<file path="src/rtl/ipi_send_pkg.sv">
package ipi_send_pkg;

    localparam int CMD_W    = 64;
    localparam int DATA_W   = 32;
    localparam int CORE_W   = 10;
    localparam int ADDR_W   = 16;
    localparam int LANE_W   = 8;
    localparam int LANES    = DATA_W / LANE_W;
    localparam int VEC_W    = $clog2(DATA_W);

    localparam int CORE_LSB = 16;
    localparam int KEEP_LSB = 27;
    localparam int HI_LSB   = 32;

    localparam logic [ADDR_W-1:0] SET_REG_ADDR  = 16'h1008;
    localparam logic [ADDR_W-1:0] MBOX_BASE     = 16'h1020;
    localparam logic [ADDR_W-1:0] MBOX_SEL_BITS = 16'h001C;

    typedef enum logic [1:0] {
        KIND_IRQ  = 2'd0,
        KIND_MBOX = 2'd1,
        KIND_FREE = 2'd2,
        KIND_RSVD = 2'd3
    } send_kind_e;

    typedef enum logic [1:0] {
        SQ_IDLE  = 2'd0,
        SQ_READ  = 2'd1,
        SQ_WRITE = 2'd2
    } seq_state_e;

    typedef struct packed {
        logic              launch;
        logic              need_read;
        logic [CORE_W-1:0] core;
        logic [ADDR_W-1:0] addr;
        logic [DATA_W-1:0] wdata;
        logic [LANES-1:0]  keep;
    } send_op_t;

    function automatic logic [DATA_W-1:0] vec_to_onehot(input logic [VEC_W-1:0] v);
        logic [DATA_W-1:0] r;
        r = '0;
        r[v] = 1'b1;
        return r;
    endfunction

endpackage

</file>
<file path="src/rtl/ipi_cmd_decode.sv">
module ipi_cmd_decode
    import ipi_send_pkg::*;
(
    input  logic [1:0]       kind,
    input  logic             wide,
    input  logic [CMD_W-1:0] cmd,
    output send_op_t         op
);

    logic [ADDR_W-1:0] lo_addr;
    logic [LANES-1:0]  keep_field;
    logic              unused_cmd_bits;

    assign lo_addr         = cmd[ADDR_W-1:0];
    assign keep_field      = cmd[KEEP_LSB +: LANES];
    assign unused_cmd_bits = ^{cmd[KEEP_LSB+LANES], cmd[KEEP_LSB-1]};

    always_comb begin
        op       = '0;
        op.core  = cmd[CORE_LSB +: CORE_W];
        case (send_kind_e'(kind))
            KIND_IRQ: begin
                op.launch    = 1'b1;
                op.need_read = 1'b0;
                op.addr      = SET_REG_ADDR;
                op.wdata     = vec_to_onehot(cmd[VEC_W-1:0]);
                op.keep      = '0;
            end
            KIND_MBOX: begin
                op.launch    = wide;
                op.keep      = keep_field;
                op.need_read = |keep_field;
                op.addr      = MBOX_BASE + (lo_addr & MBOX_SEL_BITS);
                op.wdata     = cmd[HI_LSB +: DATA_W];
            end
            KIND_FREE: begin
                op.launch    = wide;
                op.keep      = keep_field;
                op.need_read = |keep_field;
                op.addr      = lo_addr;
                op.wdata     = cmd[HI_LSB +: DATA_W];
            end
            default: begin
                op.launch    = 1'b0;
            end
        endcase
    end

endmodule

</file>
<file path="src/rtl/ipi_byte_merge.sv">
module ipi_byte_merge
    import ipi_send_pkg::*;
(
    input  logic [DATA_W-1:0] old_word,
    input  logic [DATA_W-1:0] new_word,
    input  logic [LANES-1:0]  keep,
    output logic [DATA_W-1:0] merged
);

    for (genvar ln = 0; ln < LANES; ln++) begin : g_lane
        assign merged[ln*LANE_W +: LANE_W] = keep[ln] ? old_word[ln*LANE_W +: LANE_W]
                                                      : new_word[ln*LANE_W +: LANE_W];
    end

endmodule

</file>
<file path="src/rtl/ipi_bus_seq.sv">
module ipi_bus_seq
    import ipi_send_pkg::*;
(
    input  logic              clk,
    input  logic              rst,
    input  logic              start,
    input  send_op_t          op,
    input  logic              ack,
    input  logic [DATA_W-1:0] merged,
    output logic              busy,
    output logic              req,
    output logic              we,
    output logic [CORE_W-1:0] core_q,
    output logic [ADDR_W-1:0] addr_q,
    output logic [DATA_W-1:0] wdata_q,
    output logic [LANES-1:0]  keep_q
);

    seq_state_e state;

    always_ff @(posedge clk) begin
        if (rst) begin
            state   <= SQ_IDLE;
            core_q  <= '0;
            addr_q  <= '0;
            wdata_q <= '0;
            keep_q  <= '0;
        end else begin
            case (state)
                SQ_IDLE: begin
                    if (start) begin
                        core_q  <= op.core;
                        addr_q  <= op.addr;
                        wdata_q <= op.wdata;
                        keep_q  <= op.keep;
                        state   <= op.need_read ? SQ_READ : SQ_WRITE;
                    end
                end
                SQ_READ: begin
                    if (ack) begin
                        wdata_q <= merged;
                        state   <= SQ_WRITE;
                    end
                end
                SQ_WRITE: begin
                    if (ack) begin
                        state <= SQ_IDLE;
                    end
                end
                default: state <= SQ_IDLE;
            endcase
        end
    end

    assign req  = (state != SQ_IDLE);
    assign we   = (state == SQ_WRITE);
    assign busy = req;

endmodule

</file>
<file path="src/rtl/ipi_send_engine.sv">
module ipi_send_engine
    import ipi_send_pkg::*;
(
    input  logic              clk,
    input  logic              rst,
    input  logic              cmd_valid,
    output logic              cmd_ready,
    input  logic [1:0]        cmd_kind,
    input  logic              cmd_wide,
    input  logic [CMD_W-1:0]  cmd_data,
    output logic              bus_req,
    output logic              bus_we,
    output logic [CORE_W-1:0] bus_core,
    output logic [ADDR_W-1:0] bus_addr,
    output logic [DATA_W-1:0] bus_wdata,
    input  logic              bus_ack,
    input  logic [DATA_W-1:0] bus_rdata
);

    send_op_t          dec_op;
    logic              seq_busy;
    logic              seq_start;
    logic [DATA_W-1:0] merged_word;
    logic [LANES-1:0]  held_keep;

    ipi_cmd_decode u_decode (
        .kind (cmd_kind),
        .wide (cmd_wide),
        .cmd  (cmd_data),
        .op   (dec_op)
    );

    assign cmd_ready = !seq_busy;
    assign seq_start = cmd_valid && cmd_ready && dec_op.launch;

    ipi_byte_merge u_merge (
        .old_word (bus_rdata),
        .new_word (bus_wdata),
        .keep     (held_keep),
        .merged   (merged_word)
    );

    ipi_bus_seq u_seq (
        .clk     (clk),
        .rst     (rst),
        .start   (seq_start),
        .op      (dec_op),
        .ack     (bus_ack),
        .merged  (merged_word),
        .busy    (seq_busy),
        .req     (bus_req),
        .we      (bus_we),
        .core_q  (bus_core),
        .addr_q  (bus_addr),
        .wdata_q (bus_wdata),
        .keep_q  (held_keep)
    );

endmodule

</file>
<file path="config.mk">
export PLATFORM = sky130hd
export DESIGN_NAME = ipi_send_engine
export DESIGN_NICKNAME = d
export VERILOG_FILES = /design/src/rtl/ipi_send_pkg.sv /design/src/rtl/ipi_cmd_decode.sv /design/src/rtl/ipi_byte_merge.sv /design/src/rtl/ipi_bus_seq.sv /design/src/rtl/ipi_send_engine.sv
export SDC_FILE = /design/constraint.sdc
export NUM_CORES = 1
export LEC_CHECK = 0
export ABC_AREA = 0
export BUFFER_PORTS_ARGS = -buffer_cell sky130_fd_sc_hd__buf_2
export CORE_MARGIN = 3
export CORE_UTILIZATION = 45
export CTS_CLUSTER_DIAMETER = 50
export DETAILED_ROUTE_END_ITERATION = 16
export PLACE_DENSITY = 0.8
export SETUP_SLACK_MARGIN = 0.05
export SLEW_MARGIN = 20
export SYNTH_ARGS = -nofsm -noshare
export SYNTH_HDL_FRONTEND = slang
export SYNTH_SLANG_ARGS = --single-unit
</file>
<file path="constraint.sdc">
create_clock -name clk -period 1.85 [get_ports clk]
set_input_delay 0.0925 -clock clk [delete_from_list [all_inputs] [get_ports clk]]
set_output_delay 0.0925 -clock clk [all_outputs]
set_load 0.005 [all_outputs]
</file>
== Yosys cells after proc, flatten, opt, wreduce, memory -nomap -nowiden ==
Cells that the tools add are included.
Storage, ports and cells
  bits in latches: 0
  bits in writable memories: 0
  word-level logic and storage cells: 55
  bits of input ports: 103
  memory bits (read-only): 0
  output and inout bits: 61
  memories: 0
  bits in registers: 64
Cells by class
  reductions and logical operators: 16
  order comparisons: 2
  bitwise operators: 0
  $mul: 0
  equal/unequal tests: 11
  div/mod/pow operators: 0
  add/sub/neg operators: 1
  muxes and demuxes: 17
  shifts and indexed selects: 0
Operators by type and width (number)
  case mux 52 bit (3 select lines): 1
  two-way mux 32 bit: 2
  case mux 32 bit (2 select lines): 1
  two-way mux 8 bit: 4
  AND reduction 4 bit: 4
  adder 13 x 5 -> 14 bit (first input constant): 1
  != test 2 x 1 -> 1 bit (second input constant): 5
  two-way mux 2 bit: 4
  < comparator 5 x 6 -> 1 bit (second input constant): 1
  case mux 2 bit (3 select lines): 1
  demux 1 bit (select 5 bit): 1
  >= comparator 5 x 1 -> 1 bit (second input constant): 1
  == test 2 x 1 -> 1 bit (second input constant): 2
  == test 2 bit (second input constant): 2
  zero test 2 bit: 2
  != test 2 bit (second input constant): 2
  nonzero test 2 bit: 2
  OR reduction 4 bit: 1
  logical AND 1 bit: 3
  AND reduction 3 bit: 1
  two-way mux 1 bit: 2
  case mux 1 bit (2 select lines): 1
  AND reduction 2 bit: 1
  OR reduction 2 bit: 1
  zero test 1 bit: 1

== Depth between registers and ports, before layout ==
  depth after elaboration: 7
  depth in mapped cells: 8
  depth with buffers taken out: 6

== Hierarchy ==
From an unflattened synthesis, not the netlist that was laid out.
Second synthesis, totals
  cells, all modules: 429
  area, all modules: 3858.7 µm²
Modules (own cells, without submodules)
  ipi_bus_seq: area an instance 2536.2 µm², cells an instance 289, sequential area each 1281.2 µm², times used 1
  ipi_cmd_decode: area an instance 784.5 µm², cells an instance 102, sequential area each 0.0 µm², times used 1
  ipi_byte_merge: area an instance 525.5 µm², cells an instance 36, sequential area each 0.0 µm², times used 1
  ipi_send_engine: area an instance 12.5 µm², cells an instance 2, sequential area each 0.0 µm², times used 1

== Worst setup path before layout ==
Ideal clock, no wire load.
  kind: input port to flip-flop
  start point: input port cmd_kind[0]
  end point: register u_seq.wdata_q[21]
  path buffers: 2
  data required time: 1.718 ns
  arrival time: 1.462 ns
  stages on the path: 8
  setup time: 0.132 ns
  setup slack: 0.256 ns
  cell sequence: inv_1 -> ha_1 -> or2_2 -> buf_2 -> buf_1 -> o2bb2ai_1 -> a221oi_1 -> nor3_1
Between the ends
  longest elaborated chain between the ends: 6
  elaborated cells between the ends (all ways): 11
  those cells by class: 3 x eq/ne; 4 x mux; 4 x reduce/logical
RTL lines
  start: declaration: line ipi_send_engine.sv:8  | input logic [1:0] cmd_kind,
  == test 2 x 1 -> 1 bit or == test 2 bit (tied branches): line ipi_cmd_decode.sv:21  | case (send_kind_e'(kind))
  OR reduction 2 bit (no line)
  case mux 1 bit (2 select lines): line ipi_cmd_decode.sv:21
  logical AND 1 bit: line ipi_send_engine.sv:34  | assign seq_start = cmd_valid && cmd_ready && dec_op.launch;
  != test 2 bit (no line)
  AND reduction 4 bit (no line)
  end signal: assignment: line ipi_bus_seq.sv:34  | wdata_q <= op.wdata;
  end signal: assignment: line ipi_bus_seq.sv:41  | wdata_q <= merged;
  end: declaration: line ipi_bus_seq.sv:15  | output logic [DATA_W-1:0] wdata_q,
Several ways; a longest one is shown, not always the timed one. The select of a mux whose other input is x is not followed.
A chain may end at the register's enable or synchronous reset.

== Worst setup path in the final report ==
  start point: register u_seq.state[0]
  end point: register u_seq.addr_q[15]
Between the ends
  longest elaborated chain between the ends: 5
  elaborated cells between the ends (all ways): 6
  those cells by class: 6 x reduce/logical
RTL lines
  start: declaration: line ipi_bus_seq.sv:19  | seq_state_e state;
  start signal: assignment: line ipi_bus_seq.sv:36  | state <= op.need_read ? SQ_READ : SQ_WRITE;
  nonzero test 2 bit: line ipi_bus_seq.sv:55  | assign req = (state != SQ_IDLE);
  zero test 1 bit: line ipi_send_engine.sv:33  | assign cmd_ready = !seq_busy;
  logical AND 1 bit (2 in series): line ipi_send_engine.sv:34
  AND reduction 2 bit (no line) (*)
  end signal: assignment: line ipi_bus_seq.sv:33  | addr_q <= op.addr;
  end: declaration: line ipi_bus_seq.sv:14  | output logic [ADDR_W-1:0] addr_q,
Every way passes the cells marked *; elsewhere a longest branch is shown, timed or not.

==> reports/results.tsv <==
metric	value	unit
grt total ovfl	0	
status	completed	
RSZ-0062 raised after global routing	yes	
die area	0.00789	mm^2
DRC	0	
fraction of layout cells with a size suffix above 1	0.376	
PD cells	809	mW/mm^2
Final Power	0.00350	W
Final TNS setup	0	ns
GRT Overall Usage	0.256	
drt via density	5.81	
DRT antenna net count	0	
clk_lat worst skew	0.33	ns
Critical Path Source	u_seq.state[0]	
Final Wtd Congestion	0.833	
Num CTS Buffers	9	
post-DP HPWL	7400	um
post-synthesis register bit count	64	
CTS tree	yes	
Setup crit end kind	register	
pin count of the biggest net entering global routing	32	
vias in the first global route	3278	
hold crit path type	input pin to register	
max-slew violations	0	
synthesized instance count	360	
core area	0.00649	mm^2
final wirelength	10300	um
via count	3523	
VDD IR max	0.000500	V
Layout area overhead	40.3	%
Primary FF master, synth	dfxtp_1	
# port buffers	161	
Worst Path Arrival	1.93	ns
initial antenna violation count	0	
Clock Skew	0.00773	ns
root buf cell	clkbuf_8	
final number of hold-violating endpoints	0	
dpl ws	0.0944	ns
global-route wire length before repair	15700	um
Worst Tran Pin Value	0.648	ns
crit path max fanout	31	
H-Tree Level Count	3	
Ys Warns	0	
postcts setup bufs	0	
clock slew at reported path FFs	0.07	ns
most common cell in the synthesized netlist	dfxtp_1	
final worst slack	0.179	ns
EDFF count, synth	0	
final period utilization	0.903	
initial core utilization	0.475	
post-layout min period	1.67	ns
CTS sink count	64	
IO Pins	164	
First DRT Iteration DRCs	174	
# diodes	0	
Slew HR	0.567	
Post-synth top cells	64 x dfxtp_1, 38 x nand2_1, 35 x nor2b_1, 35 x nor3_1, 32 x a221oi_1	
syn nets	467	
Post-Syn Area	0.00309	mm^2
synthesized area per cell	8.57	um^2
die height	88.8	um
CTS max path bufs	2	
Final Setup Violations	0	
num rows	29	
Max Cap Viol	0	
post-synth top area share	0.415	
Wirelength per Cell	17.0	um
reg2reg start	u_seq.state[0]	
synth top area cells	dfxtp_1 42%, a221oi_1 9.1%, nor2b_1 7.1%	
Max Freq	0.598	GHz
Startpoint Class	register	
layout net count	631	
register area share after synthesis	0.415	
hold path startpoint	cmd_data[16]	
critical path required time	2.10	ns
critical path type	register to register	
Leak Pwr	1.96	nW
Synth cell types	29	
Yosys top cell by area	dfxtp_1	
Die Width	88.8	um
Async SR Flop Fraction	0	
drt first pass iters	4	
==> logic make-up (layout without fill, tap and decap cells) <==
group | count (synthesis) | count (layout) | synth area share
AND/OR/NAND/NOR | 150 | 150 | 0.259
AO/OA/AOI/OAI | 104 | 104 | 0.259
flip-flops | 64 | 64 | 0.415
buffers and inverters | 38 | 207 | 0.0511
adder cells (fa/ha/maj) | 4 | 4 | 0.0162
==> layout by cell type (no fill, tap or decap), drive strengths merged, types with 4 or more instances in the layout <==
master	synthesis	layout
a21oi	29	29
a221oi	32	32
a22o	16	16
a32oi	4	4
buf	16	178
clkbuf	18	14
dfxtp	64	64
dlygate4sd3	0	9
ha	4	4
inv	4	4
nand2	38	38
nand3	19	19
nand3b	5	5
nor2	5	5
nor2b	35	35
nor3	35	35
nor3b	4	4
o2bb2ai	16	16
==> stage by stage <==
step / instances / instance area (um^2) / hold WS [ns] / utilization
CTS: 606 / 4320 / 0.000475 / 0.666
floorplan: 360 / 3090 / 0.209 / -
global route: 606 / 4330 / 0.00838 / 0.667
detailed placement: 581 / 4020 / 0.341 / 0.618
finish: 606 / 4330 / 0.0138 / 0.667
global placement: 581 / 4020 / 0.332 / 0.618
==> layer usage <==
metal  track usage  vias to the layer above  share of wire  wire [um]
met1         0.312                     1659           0.40       4150
met5             0                        -              0          0
met4        0.0920                        0          0.021        212
met3        0.0652                       20          0.090        928
li1              -                     1670              -          -
met2         0.435                      174           0.49       5040
==> registers in the layout (all words and copies together), names as in the netlist <==
signal	cells
u_seq.addr_q	16
u_seq.core_q	10
u_seq.keep_q	4
u_seq.state	2
u_seq.wdata_q	32
==> final timing paths <==
kind | slack, ns | endpoint | cells past startpoint
worst max-delay path | 0.18 | u_seq.addr_q[15] | 5
worst max register to register | 0.18 | u_seq.addr_q[15] | 5
worst min register to register | 0.45 | u_seq.addr_q[6] | 2
worst min-delay path | 0.01 | u_seq.core_q[0] | 3
==> layout make-up <==
| cell class | instances | area, um^2 |
|---|---|---|
| Inverter | 4 | 15.0 |
| Sequential cell | 64 | 1280 |
| Fill cell | 549 | 2170 |
| Multi-Input combinational cell | 258 | 1660 |
| Clock inverter | 2 | 35.0 |
| Clock buffer | 14 | 183 |
| Tap cell | 77 | 96.3 |
| Timing Repair Buffer | 187 | 1060 |
==> critical path, stage by stage, from the launching register on <==
cell	delay (ns)
dfxtp_1	0.36
nor4b_4	0.42
and2_0	0.30
buf_12	0.21
nand3_1	0.11
a21oi_1	0.18
==> report_power, final <==
group	leakage (nW)	switching, W	internal [W]
Clock	0.113	0.000526	0.000769
Sequential	0.522	0.0000464	0.00146
Combinational	1.32	0.000358	0.000341
==> timing repair <==
item | 4_1_cts | 5_1_grt
hold endpoints to repair | 9 | 0
gates resized for setup | 0 | 1
hold buffers | 9 | 0
endpoints found under the setup margin | 0 | 5
No activity file was read; power rests on OpenSTA's default activity.
